File: src/rtl/pmic_rb_pkg.sv
package pmic_rb_pkg;

   localparam int RB_DW   = 8;
   localparam int RB_AW   = 4;
   localparam int RB_NREG = 1 << RB_AW;

   typedef enum logic [1:0] {
      RK_STORE = 2'd0,
      RK_CONST = 2'd1,
      RK_NONE  = 2'd2
   } rd_kind_t;

   // Writable bits of each location
   function automatic logic [RB_DW-1:0] rb_wmask(input logic [RB_AW-1:0] a);
      case (a)
         4'd0, 4'd10:                return 8'h7F;
         4'd2, 4'd7, 4'd8, 4'd12:    return 8'h78;
         4'd5, 4'd6:                 return 8'hFC;
         4'd9:                       return 8'h0F;
         4'd11, 4'd13:               return 8'h3F;
         4'd15:                      return 8'hFF;
         default:                    return 8'h00;
      endcase
   endfunction

   // Power-on value of each location
   function automatic logic [RB_DW-1:0] rb_dflt(input logic [RB_AW-1:0] a);
      case (a)
         4'd0, 4'd10:                return 8'h7F;
         4'd2:                       return 8'h60;
         4'd7, 4'd12:                return 8'h78;
         4'd8:                       return 8'h28;
         4'd11:                      return 8'h3F;
         default:                    return 8'h00;
      endcase
   endfunction

   function automatic rd_kind_t rb_kind(input logic [RB_AW-1:0] a);
      case (a)
         4'd3, 4'd4:                 return RK_CONST;
         4'd1, 4'd14:                return RK_NONE;
         default:                    return RK_STORE;
      endcase
   endfunction

   function automatic logic [RB_DW-1:0] rb_const(input logic [RB_AW-1:0] a);
      case (a)
         4'd3:                       return 8'h0F;
         4'd4:                       return 8'h01;
         default:                    return 8'h00;
      endcase
   endfunction

endpackage

File: src/rtl/pmic_rb_cell.sv
module pmic_rb_cell #(
   parameter int               DW    = 8,
   parameter logic [DW-1:0]    WMASK = '1,
   parameter logic [DW-1:0]    DFLT  = '0
) (
   input  logic          clk,
   input  logic          rst_n,
   input  logic          load,
   input  logic          we,
   input  logic [DW-1:0] d,
   output logic [DW-1:0] q
);

   initial begin
      if ((DFLT & ~WMASK) != '0)
         $fatal(1, "pmic_rb_cell: default sets bits outside write mask");
   end

   always_ff @(posedge clk or negedge rst_n) begin
      if (!rst_n)      q <= DFLT;
      else if (load)   q <= DFLT;
      else if (we)     q <= d & WMASK;
   end

endmodule

File: src/rtl/pmic_rb_rdport.sv
module pmic_rb_rdport
   import pmic_rb_pkg::*;
#(
   parameter int DW   = RB_DW,
   parameter int AW   = RB_AW,
   localparam int NR  = 1 << AW
) (
   input  logic                   clk,
   input  logic                   rst_n,
   input  logic                   rd_en,
   input  logic [AW-1:0]          rd_addr,
   input  logic [NR-1:0][DW-1:0]  regs,
   output logic [DW-1:0]          rd_data,
   output logic                   rd_valid
);

   logic [DW-1:0] nxt_data;
   logic          nxt_valid;

   always_comb begin
      unique case (rb_kind(rd_addr))
         RK_CONST: begin nxt_data = rb_const(rd_addr); nxt_valid = 1'b1; end
         RK_NONE:  begin nxt_data = '0;                nxt_valid = 1'b0; end
         default:  begin nxt_data = regs[rd_addr];     nxt_valid = 1'b1; end
      endcase
   end

   always_ff @(posedge clk or negedge rst_n) begin
      if (!rst_n) begin
         rd_data  <= '0;
         rd_valid <= 1'b0;
      end else begin
         rd_valid <= rd_en & nxt_valid;
         if (rd_en) rd_data <= nxt_data;
      end
   end

endmodule

File: src/rtl/pmic_rb_decode.sv
module pmic_rb_decode #(
   parameter int VW  = 7,
   parameter int LW  = 4,
   parameter int BW  = 6
) (
   input  logic [VW-1:0] core_f,
   input  logic [VW-1:0] dvs_f,
   input  logic [LW-1:0] mem_f,
   input  logic [LW-1:0] io_f,
   input  logic [LW-1:0] pll_f,
   input  logic [LW-1:0] aux_f,
   input  logic [BW-1:0] nw_f,
   input  logic [BW-1:0] pw_f,
   input  logic [3:0]    force_f,
   input  logic [5:0]    en_f,
   input  logic [5:0]    gpo_f,
   output logic [VW-1:0] core_code,
   output logic [VW-1:0] dvs_code,
   output logic [LW-1:0] mem_code,
   output logic [LW-1:0] io_code,
   output logic [LW-1:0] pll_code,
   output logic [LW-1:0] aux_code,
   output logic [BW-1:0] nwell_bias,
   output logic [BW-1:0] pwell_bias,
   output logic [1:0]    core_force,
   output logic [1:0]    dvs_force,
   output logic [5:0]    reg_en,
   output logic [1:0]    pwell_sink,
   output logic [3:0]    gpo
);

   assign core_code  = core_f;
   assign dvs_code   = dvs_f;
   assign mem_code   = mem_f;
   assign io_code    = io_f;
   assign pll_code   = pll_f;
   assign aux_code   = aux_f;
   assign nwell_bias = nw_f;
   assign pwell_bias = pw_f;
   assign core_force = force_f[3:2];
   assign dvs_force  = force_f[1:0];
   assign reg_en     = en_f;
   assign pwell_sink = gpo_f[5:4];
   assign gpo        = gpo_f[3:0];

endmodule

File: src/rtl/pmic_regbank.sv
module pmic_regbank
   import pmic_rb_pkg::*;
#(
   parameter int DATA_W = RB_DW,
   parameter int ADDR_W = RB_AW,
   localparam int NREG  = 1 << ADDR_W
) (
   input  logic              clk,
   input  logic              rst_n,
   input  logic              load_dflt,
   input  logic              wr_en,
   input  logic [ADDR_W-1:0] wr_addr,
   input  logic [DATA_W-1:0] wr_data,
   input  logic              rd_en,
   input  logic [ADDR_W-1:0] rd_addr,
   output logic [DATA_W-1:0] rd_data,
   output logic              rd_valid,
   output logic [6:0]        core_code,
   output logic [6:0]        dvs_code,
   output logic [3:0]        mem_code,
   output logic [3:0]        io_code,
   output logic [3:0]        pll_code,
   output logic [3:0]        aux_code,
   output logic [5:0]        nwell_bias,
   output logic [5:0]        pwell_bias,
   output logic [1:0]        core_force,
   output logic [1:0]        dvs_force,
   output logic [5:0]        reg_en,
   output logic [1:0]        pwell_sink,
   output logic [3:0]        gpo
);

   generate
      if (DATA_W != RB_DW || ADDR_W != RB_AW) begin : g_bad_cfg
         initial $fatal(1, "pmic_regbank: width parameters must match the map");
      end
   endgenerate

   logic [NREG-1:0][DATA_W-1:0] regs;

   for (genvar i = 0; i < NREG; i++) begin : g_loc
      pmic_rb_cell #(
         .DW    (DATA_W),
         .WMASK (rb_wmask(ADDR_W'(i))),
         .DFLT  (rb_dflt(ADDR_W'(i)))
      ) u_cell (
         .clk   (clk),
         .rst_n (rst_n),
         .load  (load_dflt),
         .we    (wr_en && (wr_addr == ADDR_W'(i))),
         .d     (wr_data),
         .q     (regs[i])
      );
   end

   pmic_rb_rdport #(.DW(DATA_W), .AW(ADDR_W)) u_rd (
      .clk      (clk),
      .rst_n    (rst_n),
      .rd_en    (rd_en),
      .rd_addr  (rd_addr),
      .regs     (regs),
      .rd_data  (rd_data),
      .rd_valid (rd_valid)
   );

   pmic_rb_decode u_dec (
      .core_f     (regs[0][6:0]),
      .dvs_f      (regs[10][6:0]),
      .mem_f      (regs[2][6:3]),
      .io_f       (regs[7][6:3]),
      .pll_f      (regs[8][6:3]),
      .aux_f      (regs[12][6:3]),
      .nw_f       (regs[5][7:2]),
      .pw_f       (regs[6][7:2]),
      .force_f    (regs[9][3:0]),
      .en_f       (regs[11][5:0]),
      .gpo_f      (regs[13][5:0]),
      .core_code  (core_code),
      .dvs_code   (dvs_code),
      .mem_code   (mem_code),
      .io_code    (io_code),
      .pll_code   (pll_code),
      .aux_code   (aux_code),
      .nwell_bias (nwell_bias),
      .pwell_bias (pwell_bias),
      .core_force (core_force),
      .dvs_force  (dvs_force),
      .reg_en     (reg_en),
      .pwell_sink (pwell_sink),
      .gpo        (gpo)
   );

endmodule

File: config.mk
export PLATFORM = sky130hd
export DESIGN_NAME = pmic_regbank
export DESIGN_NICKNAME = d
export VERILOG_FILES = /design/src/rtl/pmic_rb_pkg.sv /design/src/rtl/pmic_rb_cell.sv /design/src/rtl/pmic_rb_rdport.sv /design/src/rtl/pmic_rb_decode.sv /design/src/rtl/pmic_regbank.sv
export SDC_FILE = /design/constraint.sdc
export NUM_CORES = 1
export LEC_CHECK = 0
export ABC_AREA = 0
export CAP_MARGIN = 20
export CORE_ASPECT_RATIO = 0.5
export CORE_MARGIN = 2
export CORE_UTILIZATION = 40
export CTS_CLUSTER_SIZE = 20
export DETAILED_ROUTE_END_ITERATION = 7
export PLACE_DENSITY_LB_ADDON = 0.1
export SYNTH_ARGS = -nofsm -noshare
export SYNTH_HDL_FRONTEND = slang
export SYNTH_SLANG_ARGS = --single-unit
File: constraint.sdc
create_clock -name clk -period 2.1 [get_ports clk]
set_clock_uncertainty 0.05 [all_clocks]
set_input_delay 0.21 -clock clk [delete_from_list [all_inputs] [get_ports clk]]
set_output_delay 0.21 -clock clk [all_outputs]
set_load 0.01 [all_outputs]
Word-level counts from Yosys, hierarchy flattened
Index checks and enable logic that the tools add are counted.
{"block": "word_totals", "elab_cells": 114, "output_inout_bits": 67, "ff_bits": 137}
{"block": "op_classes", "reduce_logical": 35, "n_lt_le_gt_ge": 1, "muxes": 38, "bitwise": 1, "eq_ne": 21}
{"op": "two-way mux 8 bit", "count": 33}
{"op": "== test 4 bit, second input constant", "count": 9}
{"op": "binary-select mux 8 bit (select 4 bit)", "count": 1}
{"op": "nonzero test 2 bit", "count": 16}
{"op": "== test 4 x 3 -> 1 bit, second input constant", "count": 5}
{"op": "logical AND 1 bit", "count": 16}
{"op": "case mux 8 bit (2 select lines)", "count": 1}
{"op": "== test 4 x 2 -> 1 bit, second input constant", "count": 3}
{"op": "== test 4 x 1 -> 1 bit, second input constant", "count": 2}
{"op": "case mux 4 bit (2 select lines)", "count": 1}
{"op": "less-than comparator 4 x 5 -> 1 bit, second input constant", "count": 1}
{"op": "logical NOT 4 bit", "count": 1}
{"op": "case mux 2 bit (2 select lines)", "count": 1}
{"op": "OR reduction 2 bit", "count": 2}
{"op": "== test 2 x 1 -> 1 bit, second input constant", "count": 1}
{"op": "== test 2 bit, second input constant", "count": 1}
{"op": "AND 1 bit", "count": 1}
{"op": "two-way mux 1 bit", "count": 1}

Depth between registers and ports, before layout
{"block": "logic_depth", "ltp_word": 6, "depth_mapped": 12}

By module
From an unflattened synthesis, not the netlist that was laid out.
{"block": "hier_totals", "hier_cells": 492, "hier_area_um2": 5323.9}
{"mod": "pmic_rb_rdport", "cells_per_inst": 127, "seq_area_each_um2": 225.2, "area_per_inst_um2": 1483.9, "instances": 1}
{"mod": "pmic_rb_cell (g_loc[13].u_cell ...)", "cells_per_inst": 22, "seq_area_each_um2": 150.1, "area_per_inst_um2": 262.8, "instances": 3}
{"mod": "pmic_rb_cell (g_loc[0].u_cell ...)", "cells_per_inst": 24, "seq_area_each_um2": 183.9, "area_per_inst_um2": 324.1, "instances": 2}
{"mod": "pmic_rb_decode", "cells_per_inst": 58, "seq_area_each_um2": 0.0, "area_per_inst_um2": 435.4, "instances": 1}
{"mod": "pmic_rb_cell (g_loc[12].u_cell ...)", "cells_per_inst": 17, "seq_area_each_um2": 105.1, "area_per_inst_um2": 198.9, "instances": 2}
{"mod": "pmic_rb_cell (g_loc[2].u_cell ...)", "cells_per_inst": 17, "seq_area_each_um2": 102.6, "area_per_inst_um2": 193.9, "instances": 2}
{"mod": "pmic_rb_cell (g_loc[15].u_cell)", "cells_per_inst": 26, "seq_area_each_um2": 200.2, "area_per_inst_um2": 325.3, "instances": 1}
{"mod": "pmic_rb_cell (g_loc[11].u_cell)", "cells_per_inst": 22, "seq_area_each_um2": 157.7, "area_per_inst_um2": 290.3, "instances": 1}
{"mod": "pmic_rb_cell (g_loc[14].u_cell ...)", "cells_per_inst": 9, "seq_area_each_um2": 0.0, "area_per_inst_um2": 63.8, "instances": 4}
{"mod": "pmic_rb_cell (g_loc[9].u_cell)", "cells_per_inst": 18, "seq_area_each_um2": 100.1, "area_per_inst_um2": 193.9, "instances": 1}
{"mod": "pmic_regbank", "cells_per_inst": 23, "seq_area_each_um2": 0.0, "area_per_inst_um2": 117.6, "instances": 1}

Worst setup path after synthesis
OpenSTA, ideal clock, no wires.
{"block": "synth_path", "kind": "input to register", "start": "input port rd_addr[0]", "end": "register u_rd.rd_data[3]", "path_buffers": 4, "setup_time_ns": 0.077, "arrival_time_ns": 2.521, "slack_ns": -0.549, "cell_stages": 12, "cell_sequence": "buf_6 > buf_8 > buf_2 > or3b_2 > nand2_1 > nand2_1 > ha_1 > clkbuf_1 > or4b_1 > o21a_1 > o2bb2ai_1 > a21oi_1"}
{"block": "synth_between", "elab_chain_cells": 5, "word_cells_on_any_way": 13}
{"item": "from (decl)", "line": "pmic_regbank.sv:15", "text": "input logic [ADDR_W-1:0] rd_addr,"}
{"item": "== test 4 x 1 -> 1 bit, or another cell as far along", "line": "pmic_rb_pkg.sv:39", "text": "case (a)"}
{"item": "OR reduction 2 bit", "line": "pmic_rb_pkg.sv:39"}
{"item": "case mux 2 bit (2 select lines)", "line": "pmic_rb_pkg.sv:39"}
{"item": "== test 2 bit or == test 2 x 1 -> 1 bit (tied branches)", "line": "pmic_rb_rdport.sv:21", "text": "unique case (rb_kind(rd_addr))"}
{"item": "case mux 8 bit (2 select lines) *", "line": "pmic_rb_rdport.sv:21"}
{"item": "to (signal assigned)", "line": "pmic_rb_rdport.sv:34", "text": "if (rd_en) rd_data <= nxt_data;"}
{"item": "to (decl)", "line": "pmic_rb_rdport.sv:13", "text": "output logic [DW-1:0] rd_data,"}
Mark *: on every way between the ends. The rest lies on a longest branch, timed or not. The select of a mux whose other input is x is not followed.
A chain may end at the register's enable or synchronous reset.

Worst setup path after layout
{"block": "layout_path", "start": "input port rd_addr[0]", "end": "register u_rd.rd_data[2]"}
The elaborated chain is that of the path after synthesis.

==> flow_summary.toml <==
[sta]
fmaxAchievable_mhz = 506
tightest_slew_ns = 0.691
fin_ws_ns = 0.123
period_needed_ns = 1.98
hold_ws_ns = 0.273
finalHoldViolCount = 0
finalSetupViolCount = 0
rsz0062_at_grt = "no"
drv_slew = 0
tns_ns = 0
fin_crit_sh_pct = 94.2
slew_headroom_pct = 53.8

[yosys]
synth_edf_count = 0
synth_warnings = 0
synth_area_um2 = 3940
ys_types = 48
ys_ff_latch = 75
synth_nets = 453
synth_common_cells = "nand2_1, o21ai_0, dfrtp_1"
synthFlopType = "dfrtp_1"
syn_avg_cell_area_um2 = 9.17
synth_top_cell_area_share_pct = 27.3
ys_async_sr_fraction_pct = 100
ys_top_cells_by_area = "dfrtp_1, dfstp_2, nand2_1"
yosys.area.top_type = "dfrtp_1"
synth.most_common_cell = "nand2_1"
seq_area_frac_synth_pct = 48.6
netlist_instances = 430

[grt]
grt_start_max_net_pins = 76
grt_pass1_vias = 3461
overflow = 0
grt_usage_pct = 25.4
antenna_found_initial = 0
grt_pass1_wl_mm = 19.8

[worst_setup_path]
worst-path-buf-inv = 2
worstPathArrival_ns = 2.16
endpoint_kind = "flip-flop"
path_common_cell = "nand2_1"
cp_cell_sequence = "clkbuf_2, or3b_4, nand2_1, nand2_1, ha_1, or4b_1, o21a_1, buf_4, o32ai_1"
critical-path-max-stage-delay_ns = 0.50
crit_required_ns = 2.29
cp_max_fo = 4
crit_path_start_kind = "primary input"
path_delay_family = "simple AND/OR/NAND/NOR gates"
slowest_stage = "or4b_1"
r2r_slack_ns = 0.38
worst-setup-path-type = "in -> reg"

[route]
first_iter_violations = 422
vias = 3753
finalWirelength_mm = 13.1
drt-vias-per-instance = 5.58
drtPass1Iterations = 5
post_drt_wl_per_cell_um = 19.5
ant_nets = 0
drc = 0

[place]
dp.cells = 654
dpl.hpwl_mm = 9.28
gp_congestion = 0.877
place_area_um2 = 5130
io_buffers = 87
dp_slack_ns = -0.603

[finish]
drive_gt1_share_pct = 19.2
final_core_util_pct = 57.2
nNetsFinal = 555
layout.cells.non_filler = 672
area_growth_pct = 37.8
n_fill_cell = 886
diodes = 0
fin_area_um2 = 5440

[clock_tree]
cts_htree_levels = 3
clock_sinks = 75
root_buffer = "clkbuf_16"
cts_tree = "yes"
clkTransAtPathRegs_ns = 0.06
cts_buffers = 9
insertion_delay_ns = 0.34
cts_buffer_depth = 2

[run_status]
status = "completed"

[pwr]
power_mw = 3.63
p_per_area_nw_per_um2 = 668
power.leakage_nw = 2.23
irDropWorstVdd_mv = 0.389

[floorplan]
die_w_um = 144
rows = 25
start_util_pct = 41.5
die_h_um = 74.2
ios = 88
die_area_um2 = 10700
core-area_um2 = 9510

[min_path]
hp-class = "in -> reg"

[run]
max_cap_violations = 0
[cells in the final DEF (no fill, tap or decap), types with 3 or more instances in the layout]
cell type / instances
mux2_2: 4
nand3b_1: 22
nand3_1: 16
o211ai_1: 5
mux2i_1: 19
clkdlybuf4s50_1: 82
inv_1: 10
nand2b_1: 5
clkinvlp_4: 4
a21oi_1: 36
dfstp_2: 32
nand2_1: 70
a22oi_1: 4
nor2_1: 23
nor4_1: 3
nor2b_1: 6
o22ai_1: 5
o21ai_0: 48
a211oi_1: 5
clkbuf_16: 9
a211o_1: 4
clkbuf_2: 3
buf_4: 37
dfrtp_1: 43
[final timing paths]
| path | start | to | cells past startpoint |
|---|---|---|---|
| min in group asynchronous | rst_n | g_loc[2].u_cell.q[4] | 3 |
| hold / removal | rd_addr[2] | u_rd.rd_data[7] | 3 |
| setup / recovery | rd_addr[0] | u_rd.rd_data[2] | 9 |
| max in group asynchronous | rst_n | g_loc[11].u_cell.q[0] | 3 |
| setup reg to reg | g_loc[9].u_cell.q[3] | u_rd.rd_data[3] | 5 |
| hold reg to reg | g_loc[0].u_cell.q[3] | g_loc[0].u_cell.q[3] | 2 |
[layer usage]
| layer | wire (µm) | track usage (%) | vias up |
|---|---|---|---|
| met5 | 0 | 0 | - |
| met4 | 98 | 6.90 | 0 |
| met3 | 1310 | 6.05 | 12 |
| met2 | 5300 | 34.6 | 198 |
| met1 | 6390 | 40.1 | 1808 |
| li1 | - | - | 1735 |
[flip-flops by register name, indices dropped and copies added (netlist names)]
name / cells
g_loc.u_cell.q: 66
u_rd.rd_data: 8
u_rd.rd_valid: 1
[what timing repair did]
action	CTS	global route
endpoints found under the hold margin	43	0
gates resized for setup	6	5
endpoints found under the setup margin	5	3
setup buffers	0	1
gates cloned	0	0
pin swaps	1	1
hold buffers	1	0
[logic make-up (layout without fill, tap and decap cells)]
logic type	after synthesis	in the layout	synth area share, %
AND/OR/NAND/NOR	155	155	19.2
AO/OA/AOI/OAI	125	125	18.9
flip-flops	75	75	48.6
buffers and inverters	47	154	5.14
multiplexers	26	26	7.49
adder cells (fa/ha/maj)	2	2	0.634
[power by group]
group          internal (mW)  switching (mW)
Sequential              1.50          0.0292
Clock                  0.950           0.633
Combinational          0.232           0.291
Total                   2.68           0.953
[worst reg2reg max path: cells and delay by family (launching register included)]
family	cells	cell delay (ns)
simple gates	1	0.24
flops	1	0.40
compound gates	2	0.31
buf+inv	1	0.16
mux	1	0.45
[layout make-up]
| type | count | area, µm² | share of cell area (%) |
|---|---|---|---|
| sequential | 75 | 1920 | 35.3 |
| multi-input combinational | 308 | 1830 | 33.6 |
| clock buffer | 10 | 239 | 4.40 |
| tap | 135 | 169 | 3.11 |
| timing repair buffer | 127 | 1180 | 21.7 |
| clock inverter | 6 | 65.1 | 1.20 |
| inverter | 11 | 41.3 | 0.760 |
(Power assumes the default switching activity.)
